==> src/rtl/ecc_pkg.sv <==
package ecc_pkg;
  localparam int DATA_W = 64;
  localparam int CHK_W  = 8;
  localparam int CW_W   = DATA_W + CHK_W;

  typedef enum logic [1:0] {
    ERR_NONE   = 2'd0,
    ERR_FAST   = 2'd1,
    ERR_SLOW   = 2'd2,
    ERR_UNCORR = 2'd3
  } err_class_e;

  typedef enum logic [1:0] {
    SYN_CLEAN,
    SYN_CHK,
    SYN_DATA,
    SYN_MULTI
  } syn_kind_e;

  // Data columns: all weight-3 patterns first, then weight-5 ones.
  function automatic logic [DATA_W-1:0][CHK_W-1:0] build_cols();
    logic [DATA_W-1:0][CHK_W-1:0] c;
    int n;
    c = '0;
    n = 0;
    for (int w = 3; w <= 5; w += 2) begin
      for (int v = 1; v < (1 << CHK_W); v++) begin
        logic [CHK_W-1:0] vb;
        vb = CHK_W'(v);
        if ($countones(vb) == w && n < DATA_W) begin
          c[n] = vb;
          n++;
        end
      end
    end
    return c;
  endfunction

  localparam logic [DATA_W-1:0][CHK_W-1:0] H_COLS = build_cols();

  function automatic logic [CHK_W-1:0] make_chk(logic [DATA_W-1:0] d);
    logic [CHK_W-1:0] s;
    s = '0;
    for (int i = 0; i < DATA_W; i++) begin
      if (d[i]) s = s ^ H_COLS[i];
    end
    return s;
  endfunction
endpackage

==> src/rtl/ecc_enc.sv <==
module ecc_enc
  import ecc_pkg::*;
(
  input  logic [DATA_W-1:0] data_in,
  input  logic [CW_W-1:0]   flip,
  output logic [DATA_W-1:0] data_out,
  output logic [CHK_W-1:0]  chk_out
);
  logic [CW_W-1:0] cw;

  always_comb begin
    cw = {make_chk(data_in), data_in} ^ flip;
  end

  assign data_out = cw[DATA_W-1:0];
  assign chk_out  = cw[CW_W-1:DATA_W];
endmodule

==> src/rtl/ecc_dec.sv <==
module ecc_dec
  import ecc_pkg::*;
(
  input  logic              en,
  input  logic [DATA_W-1:0] data,
  input  logic [CHK_W-1:0]  chk,
  output logic [DATA_W-1:0] fixed,
  output syn_kind_e         kind
);
  logic [CHK_W-1:0] syn;
  logic             hit;

  always_comb begin
    syn   = en ? (chk ^ make_chk(data)) : '0;
    fixed = data;
    hit   = 1'b0;
    for (int i = 0; i < DATA_W; i++) begin
      if (syn == H_COLS[i]) begin
        fixed[i] = ~data[i];
        hit      = 1'b1;
      end
    end
    if (syn == '0)          kind = SYN_CLEAN;
    else if ($onehot(syn))  kind = SYN_CHK;
    else if (hit)           kind = SYN_DATA;
    else                    kind = SYN_MULTI;
  end
endmodule

==> src/rtl/ecc_store.sv <==
module ecc_store
  import ecc_pkg::*;
#(
  parameter int DEPTH = 16,
  parameter int IDX_W = $clog2(DEPTH)
) (
  input  logic              clk,
  input  logic              rst_n,
  input  logic              we,
  input  logic [IDX_W-1:0]  widx,
  input  logic [DATA_W-1:0] wdata,
  input  logic [CHK_W-1:0]  wchk,
  input  logic [IDX_W-1:0]  ridx,
  input  logic              chk_en,
  output logic [DATA_W-1:0] rdata,
  output logic [CHK_W-1:0]  rchk
);
  logic [DATA_W-1:0] mem_d [DEPTH];
  logic [CHK_W-1:0]  mem_c [DEPTH];

  always_ff @(posedge clk) begin
    for (int e = 0; e < DEPTH; e++) begin
      if (!rst_n) begin
        mem_d[e] <= '0;
        mem_c[e] <= '0;
      end else if (we && widx == IDX_W'(e)) begin
        mem_d[e] <= wdata;
        mem_c[e] <= wchk;
      end
    end
  end

  assign rdata = mem_d[ridx];
  // Check-bit column is only driven when a check is wanted.
  assign rchk  = chk_en ? mem_c[ridx] : '0;
endmodule

==> src/rtl/ecc_array_ctrl.sv <==
module ecc_array_ctrl
  import ecc_pkg::*;
#(
  parameter int DEPTH = 16,
  parameter int IDX_W = $clog2(DEPTH)
) (
  input  logic              clk,
  input  logic              rst_n,
  input  logic              mode_cow,
  input  logic              req_valid,
  output logic              req_ready,
  input  logic              req_we,
  input  logic [IDX_W-1:0]  req_idx,
  input  logic [DATA_W-1:0] req_wdata,
  input  logic [CW_W-1:0]   req_inject,
  output logic              rsp_valid,
  output logic [DATA_W-1:0] rsp_rdata,
  output logic              err_valid,
  output logic [1:0]        err_class,
  output logic [IDX_W-1:0]  err_idx
);
  typedef enum logic {S_IDLE, S_WRITE} state_e;

  state_e            state_q;
  logic              mode_q;
  logic              pre_chk, acc, rd_acc, wr_acc, dec_en;
  logic [DATA_W-1:0] st_data, fixed, enc_data;
  logic [CHK_W-1:0]  st_chk, enc_chk;
  syn_kind_e         kind;
  err_class_e        cls;

  logic              rsp_valid_q, err_valid_q;
  logic [DATA_W-1:0] rsp_rdata_q;
  err_class_e        err_class_q;
  logic [IDX_W-1:0]  err_idx_q;

  assign pre_chk   = (state_q == S_IDLE) && req_valid && req_we && mode_q;
  assign req_ready = !pre_chk;
  assign acc       = req_valid && req_ready;
  assign rd_acc    = acc && !req_we;
  assign wr_acc    = acc && req_we;
  assign dec_en    = pre_chk || (rd_acc && !mode_q);

  ecc_enc u_enc (
    .data_in  (req_wdata),
    .flip     (req_inject),
    .data_out (enc_data),
    .chk_out  (enc_chk)
  );

  ecc_store #(.DEPTH(DEPTH), .IDX_W(IDX_W)) u_store (
    .clk    (clk),
    .rst_n  (rst_n),
    .we     (wr_acc),
    .widx   (req_idx),
    .wdata  (enc_data),
    .wchk   (enc_chk),
    .ridx   (req_idx),
    .chk_en (dec_en),
    .rdata  (st_data),
    .rchk   (st_chk)
  );

  ecc_dec u_dec (
    .en    (dec_en),
    .data  (st_data),
    .chk   (st_chk),
    .fixed (fixed),
    .kind  (kind)
  );

  always_comb begin
    unique case (kind)
      SYN_CHK:   cls = ERR_FAST;
      SYN_DATA:  cls = pre_chk ? ERR_SLOW : ERR_FAST;
      SYN_MULTI: cls = ERR_UNCORR;
      default:   cls = ERR_NONE;
    endcase
  end

  always_ff @(posedge clk) begin
    if (!rst_n) begin
      state_q     <= S_IDLE;
      mode_q      <= 1'b0;
      rsp_valid_q <= 1'b0;
      rsp_rdata_q <= '0;
      err_valid_q <= 1'b0;
      err_class_q <= ERR_NONE;
      err_idx_q   <= '0;
    end else begin
      if (state_q == S_IDLE && !req_valid) mode_q <= mode_cow;
      if (pre_chk)                         state_q <= S_WRITE;
      else if (state_q == S_WRITE && acc)  state_q <= S_IDLE;

      rsp_valid_q <= rd_acc;
      if (rd_acc) rsp_rdata_q <= mode_q ? st_data : fixed;

      err_valid_q <= dec_en && (kind != SYN_CLEAN);
      err_class_q <= dec_en ? cls : ERR_NONE;
      if (dec_en) err_idx_q <= req_idx;
    end
  end

  assign rsp_valid = rsp_valid_q;
  assign rsp_rdata = rsp_rdata_q;
  assign err_valid = err_valid_q;
  assign err_class = err_class_q;
  assign err_idx   = err_idx_q;

  // a stall lasts exactly one cycle
  p_stall_one_cycle_r5: assert property (@(posedge clk) disable iff (!rst_n)
    !req_ready |=> req_ready);

  // the stalled write is still presented when it is accepted
  p_hold_write_r5: assert property (@(posedge clk) disable iff (!rst_n)
    state_q == S_WRITE |-> (req_valid && req_we));

  // reads are never stalled and always answer in the next cycle
  p_read_no_stall_r2: assert property (@(posedge clk) disable iff (!rst_n)
    (req_valid && !req_we) |-> req_ready);
  p_read_answers_r2: assert property (@(posedge clk) disable iff (!rst_n)
    (req_valid && !req_we) |=> rsp_valid);

  // a read in write-checking mode raises no report
  p_cow_read_quiet_r4: assert property (@(posedge clk) disable iff (!rst_n)
    (req_valid && !req_we && mode_q && state_q == S_IDLE) |=> !err_valid);

  // mode is frozen while a write is in progress
  p_mode_hold_r8: assert property (@(posedge clk) disable iff (!rst_n)
    (state_q == S_WRITE || req_valid) |=> $stable(mode_q));

  // every pulse carries a class
  p_class_nonzero_r10: assert property (@(posedge clk) disable iff (!rst_n)
    err_valid |-> (err_class != 2'd0));
endmodule

==> config.mk <==
export PLATFORM = sky130hd
export DESIGN_NAME = ecc_array_ctrl
export DESIGN_NICKNAME = d
export VERILOG_FILES = /design/src/rtl/ecc_pkg.sv /design/src/rtl/ecc_enc.sv /design/src/rtl/ecc_dec.sv /design/src/rtl/ecc_store.sv /design/src/rtl/ecc_array_ctrl.sv
export SDC_FILE = /design/constraint.sdc
export NUM_CORES = 2
export LEC_CHECK = 0
export CAP_MARGIN = 20
export CELL_PAD_IN_SITES_DETAIL_PLACEMENT = 0
export CELL_PAD_IN_SITES_GLOBAL_PLACEMENT = 1
export CORE_UTILIZATION = 45
export CTS_CLUSTER_SIZE = 10
export DETAILED_ROUTE_END_ITERATION = 12
export DONT_BUFFER_PORTS = 1
export GPL_ROUTABILITY_DRIVEN = 0
export PLACE_DENSITY = 0.76
export RECOVER_POWER = 100
export SYNTH_ARGS = -nofsm -noshare
export SYNTH_HDL_FRONTEND = slang
export SYNTH_SLANG_ARGS = --single-unit
==> constraint.sdc <==
create_clock -name clk -period 9.6 [get_ports clk]
set_clock_uncertainty 0.2 [all_clocks]
set_input_delay 1.92 -clock clk [delete_from_list [all_inputs] [get_ports clk]]
set_output_delay 1.92 -clock clk [all_outputs]
set_load 0.1 [all_outputs]
==> impl_metrics.sql <==
INSERT INTO impl_metrics (metric_group, metric, value, unit) VALUES
('clock_network', 'clock_tree_from_tritoncts', 'yes', ''),
('layout', 'layout.filler_cells', '10600', ''),
('drt', 'final_antenna_net_count', '0', ''),
('synthesis', 'synth_warnings', '0', ''),
('clock_network', 'cts-hold-fix-buffers', '0', ''),
('placement', 'preCtsSetupSlack', '1810', 'ps'),
('synthesis', 'postSynthAreaPerCell', '14.2', 'um2'),
('timing', 'final_critical_path_setup_slack', '1150', 'ps'),
('run_status', 'run_status', 'finished, violations left', ''),
('layout', 'area.sequential', '0.0361', 'mm2'),
('pwr', 'ir_drop', '0.000204', 'V'),
('synthesis', 'synth_fp_nets', '4115', ''),
('drt', 'wire_per_inst', '33.4', 'um'),
('worst_setup_path', 'startpoint_type', 'primary input', ''),
('global_route', 'grt_first_pass_wirelength', '258000', 'um'),
('timing', 'finalHoldViolations', '0', ''),
('layout', 'area.growth.synth_to_final', '9.78', '%'),
('worst_setup_path', 'critical_path_arrival', '8560', 'ps'),
('clock_network', 'worst_skew_pair_later_pin_latency', '780', 'ps'),
('clock_network', 'clock_tree.htree_level_count', '4', ''),
('timing', 'maxClockFrequency', '118', 'MHz'),
('clock_network', 'numCtsBuffers', '143', ''),
('timing', 'grt_setup_unrepaired', 'false', ''),
('synthesis', 'netlist_area', '0.0561', 'mm2'),
('placement', 'place.port_buffers', '0', ''),
('run', 'timing.max_cap.violations', '64', ''),
('synthesis', 'synth_edf_count', '1152', ''),
('drt', 'drtPass1Iterations', '6', ''),
('worst_setup_path', 'critPathMaxStageDelay', '2330', 'ps'),
('floorplan', 'die_width', '355', 'um'),
('timing', 'finalSetupViolCount', '0', ''),
('timing', 'fin_crit_sh', '0.880', ''),
('synthesis', 'ys_dominant_reg_cell', 'sky130_fd_sc_hd__edfxtp_1', ''),
('layout', 'layout.nets', '4060', ''),
('floorplan', 'core_box_area', '0.124', 'mm2'),
('layout', 'multiInputGateArea', '0.0185', 'mm2'),
('global_route', 'antenna_found_initial', '6', ''),
('clock_network', 'post_cts.repair.setup_buffers', '0', ''),
('synthesis', 'post_synthesis_register_bit_count', '1226', ''),
('timing', 'setup_total_negative_slack', '0', 'ps'),
('layout', 'most-common-layout-cells', '1199 x sky130_fd_sc_hd__nor2_1, 1152 x sky130_fd_sc_hd__edfxtp_1, 316 x sky130_fd_sc_hd__mux4_2, 304 x sky130_fd_sc_hd__xnor2_1, 144 x sky130_fd_sc_hd__clkbuf_16', ''),
('run_status', 'violations', 'max-capacitance violations, max-slew violations', ''),
('worst_hold_path', 'worst_hold_path_type', 'flop to flop', ''),
('timing', 'finalWorstPathRequiredPeriod', '8450', 'ps'),
('drt', 'routed_wl', '187000', 'um'),
('placement', 'dp_hpwl', '106000', 'um'),
('timing', 'finalMaxSlewViolations', '2069', ''),
('clock_network', 'tritoncts_sink_count', '1226', ''),
('pwr', 'power_density', '235', 'mW/mm2'),
('floorplan', 'fp_rows', '129', ''),
('layout', 'fraction_of_layout_instances_using_a_drive_strength_above_1', '0.148', ''),
('timing', 'slew_headroom', '-2.43', ''),
('worst_setup_path', 'critical_path_cell_with_the_highest_stage_delay', 'sky130_fd_sc_hd__o21ai_0', ''),
('synthesis', 'seq_area_frac_synth', '0.643', ''),
('floorplan', 'effective_utilization_at_floorplan', '0.454', ''),
('drt', 'remaining_drc_errors', '0', ''),
('worst_setup_path', 'critical_path_required', '9710', 'ps'),
('synthesis', 'synthesis.instances', '3948', ''),
('drt', 'drtIter0Drc', '5632', ''),
('global_route', 'number_of_global_route_vias_before_repair', '33900', ''),
('layout', 'finalInstanceArea', '0.0616', 'mm2'),
('drt', 'num_vias', '35200', ''),
('placement', 'placed_area', '0.0581', 'mm2'),
('timing', 'worst_pin_slew', '5140', 'ps'),
('layout', 'layout.cells.most_common', 'sky130_fd_sc_hd__nor2_1', ''),
('global_route', 'grt_usage', '0.295', ''),
('clock_network', 'clockBufferDepth', '3', ''),
('floorplan', 'io_pins', '218', ''),
('floorplan', 'die_area', '0.126', 'mm2'),
('worst_setup_path', 'worst_setup_path_end_kind', 'flop', ''),
('floorplan', 'die-height', '355', 'um');
kinds of logic (layout without fill, tap and decap cells):
kind of cell,count (synthesis),count (layout),synth area share
buf+inv,336,330,0.0277
fa+ha+maj,22,22,0.00544
other cells,0,1,0
simple gates,1448,1448,0.101
mux,320,320,0.128
compound gates,227,227,0.0312
xor+xnor,369,369,0.0640
flops,1226,1226,0.643
metal layers:
layer,GRT usage,share of wire,vias up
li1,-,-,14200
met1,0.395,0.36,17800
met2,0.435,0.44,2759
met3,0.119,0.16,396
met4,0.104,0.036,8
met5,0,0.00028,-
registers in the layout, indices dropped and copies added, names as in the netlist:
signal and flops:
rsp_valid 1, mode_q 1, err_class 2, u_store.mem_c 128, err_idx 4, u_store.mem_d 1024
err_valid 1, state_q 1, rsp_rdata 64
synthesized netlist by cell type (2+ instances only):
cell / n / area (um2)
sky130_fd_sc_hd__a22o_1: 3 / 26.3
sky130_fd_sc_hd__or3_1: 23 / 144
sky130_fd_sc_hd__and3_1: 2 / 12.5
sky130_fd_sc_hd__mux2_1: 2 / 22.5
sky130_fd_sc_hd__ha_1: 18 / 225
sky130_fd_sc_hd__o211a_1: 64 / 641
sky130_fd_sc_hd__a211oi_1: 3 / 22.5
sky130_fd_sc_hd__or2_2: 4 / 25.0
sky130_fd_sc_hd__nand4_1: 4 / 25.0
sky130_fd_sc_hd__nand2b_1: 4 / 25.0
sky130_fd_sc_hd__xor2_1: 38 / 333
sky130_fd_sc_hd__buf_1: 12 / 45.0
sky130_fd_sc_hd__o21ai_0: 42 / 210
sky130_fd_sc_hd__a31oi_1: 3 / 18.8
sky130_fd_sc_hd__edfxtp_1: 1152 / 34600
sky130_fd_sc_hd__nand2_1: 138 / 518
sky130_fd_sc_hd__buf_4: 15 / 113
sky130_fd_sc_hd__a21boi_0: 6 / 45.0
sky130_fd_sc_hd__mux2i_1: 2 / 20.0
sky130_fd_sc_hd__inv_1: 10 / 37.5
sky130_fd_sc_hd__dfxtp_1: 74 / 1480
sky130_fd_sc_hd__mux4_2: 316 / 7120
sky130_fd_sc_hd__buf_2: 16 / 80.1
sky130_fd_sc_hd__nand3_1: 51 / 255
sky130_fd_sc_hd__fa_1: 4 / 80.1
sky130_fd_sc_hd__xnor3_1: 25 / 563
sky130_fd_sc_hd__xnor2_1: 305 / 2670
sky130_fd_sc_hd__clkbuf_1: 254 / 953
sky130_fd_sc_hd__and2_1: 11 / 68.8
sky130_fd_sc_hd__nor2_1: 1200 / 4500
sky130_fd_sc_hd__a22oi_1: 89 / 668
sky130_fd_sc_hd__a21oi_1: 5 / 25.0
sky130_fd_sc_hd__o211ai_1: 4 / 30.0
sky130_fd_sc_hd__buf_6: 29 / 327
sky130_fd_sc_hd__o22ai_1: 2 / 12.5
sky130_fd_sc_hd__nor2b_1: 5 / 31.3
worst paths after layout:
check               start                   end  slack, ps  cells after the start
hold reg to reg   state_q               state_q        320                      2
setup reg to reg   mode_q  u_store.mem_d[9][36]       1690                      7
setup / recovery   req_we  u_store.mem_d[9][36]       1150                      7
hold / removal    state_q               state_q        320                      2
where the power goes:
part | switching [mW] | internal (mW) | total, mW | leakage, nW
Sequential | 0.275 | 6.16 | 6.44 | 11.6
Clock | 2.15 | 2.77 | 4.92 | 1.97
Combinational | 1.95 | 1.18 | 3.13 | 8.03
through the flow:
stage / utilization / power (mW) / std cells / hold slack [ps]
after detailed placement: 0.470 / 9.58 / 5385 / 295
after CTS: 0.503 / 14.4 / 5579 / 312
after floorplan: - / 8.70 / 3948 / 274
after global routing: 0.498 / 14.9 / 5579 / 329
final: 0.498 / 14.5 / 5580 / 316
after global placement: 0.469 / 9.58 / 5380 / 285
critical path, delay by kind of cell:
family                 cells  cell delay (ps)
buffers and inverters      2             3340
AO/OA/AOI/OAI              1             2330
AND/OR/NAND/NOR            4              900
area by class of cell:
cell class / instances / area share
clock buffer: 174 / 0.0607
inverter: 10 / 0.000610
clock inverter: 20 / 0.00516
antenna: 1 / 0.0000406
timing repair buffer: 126 / 0.0140
sequential: 1226 / 0.586
multi-input combinational: 2386 / 0.300
tap: 1637 / 0.0333
(Power assumes the default switching activity.)
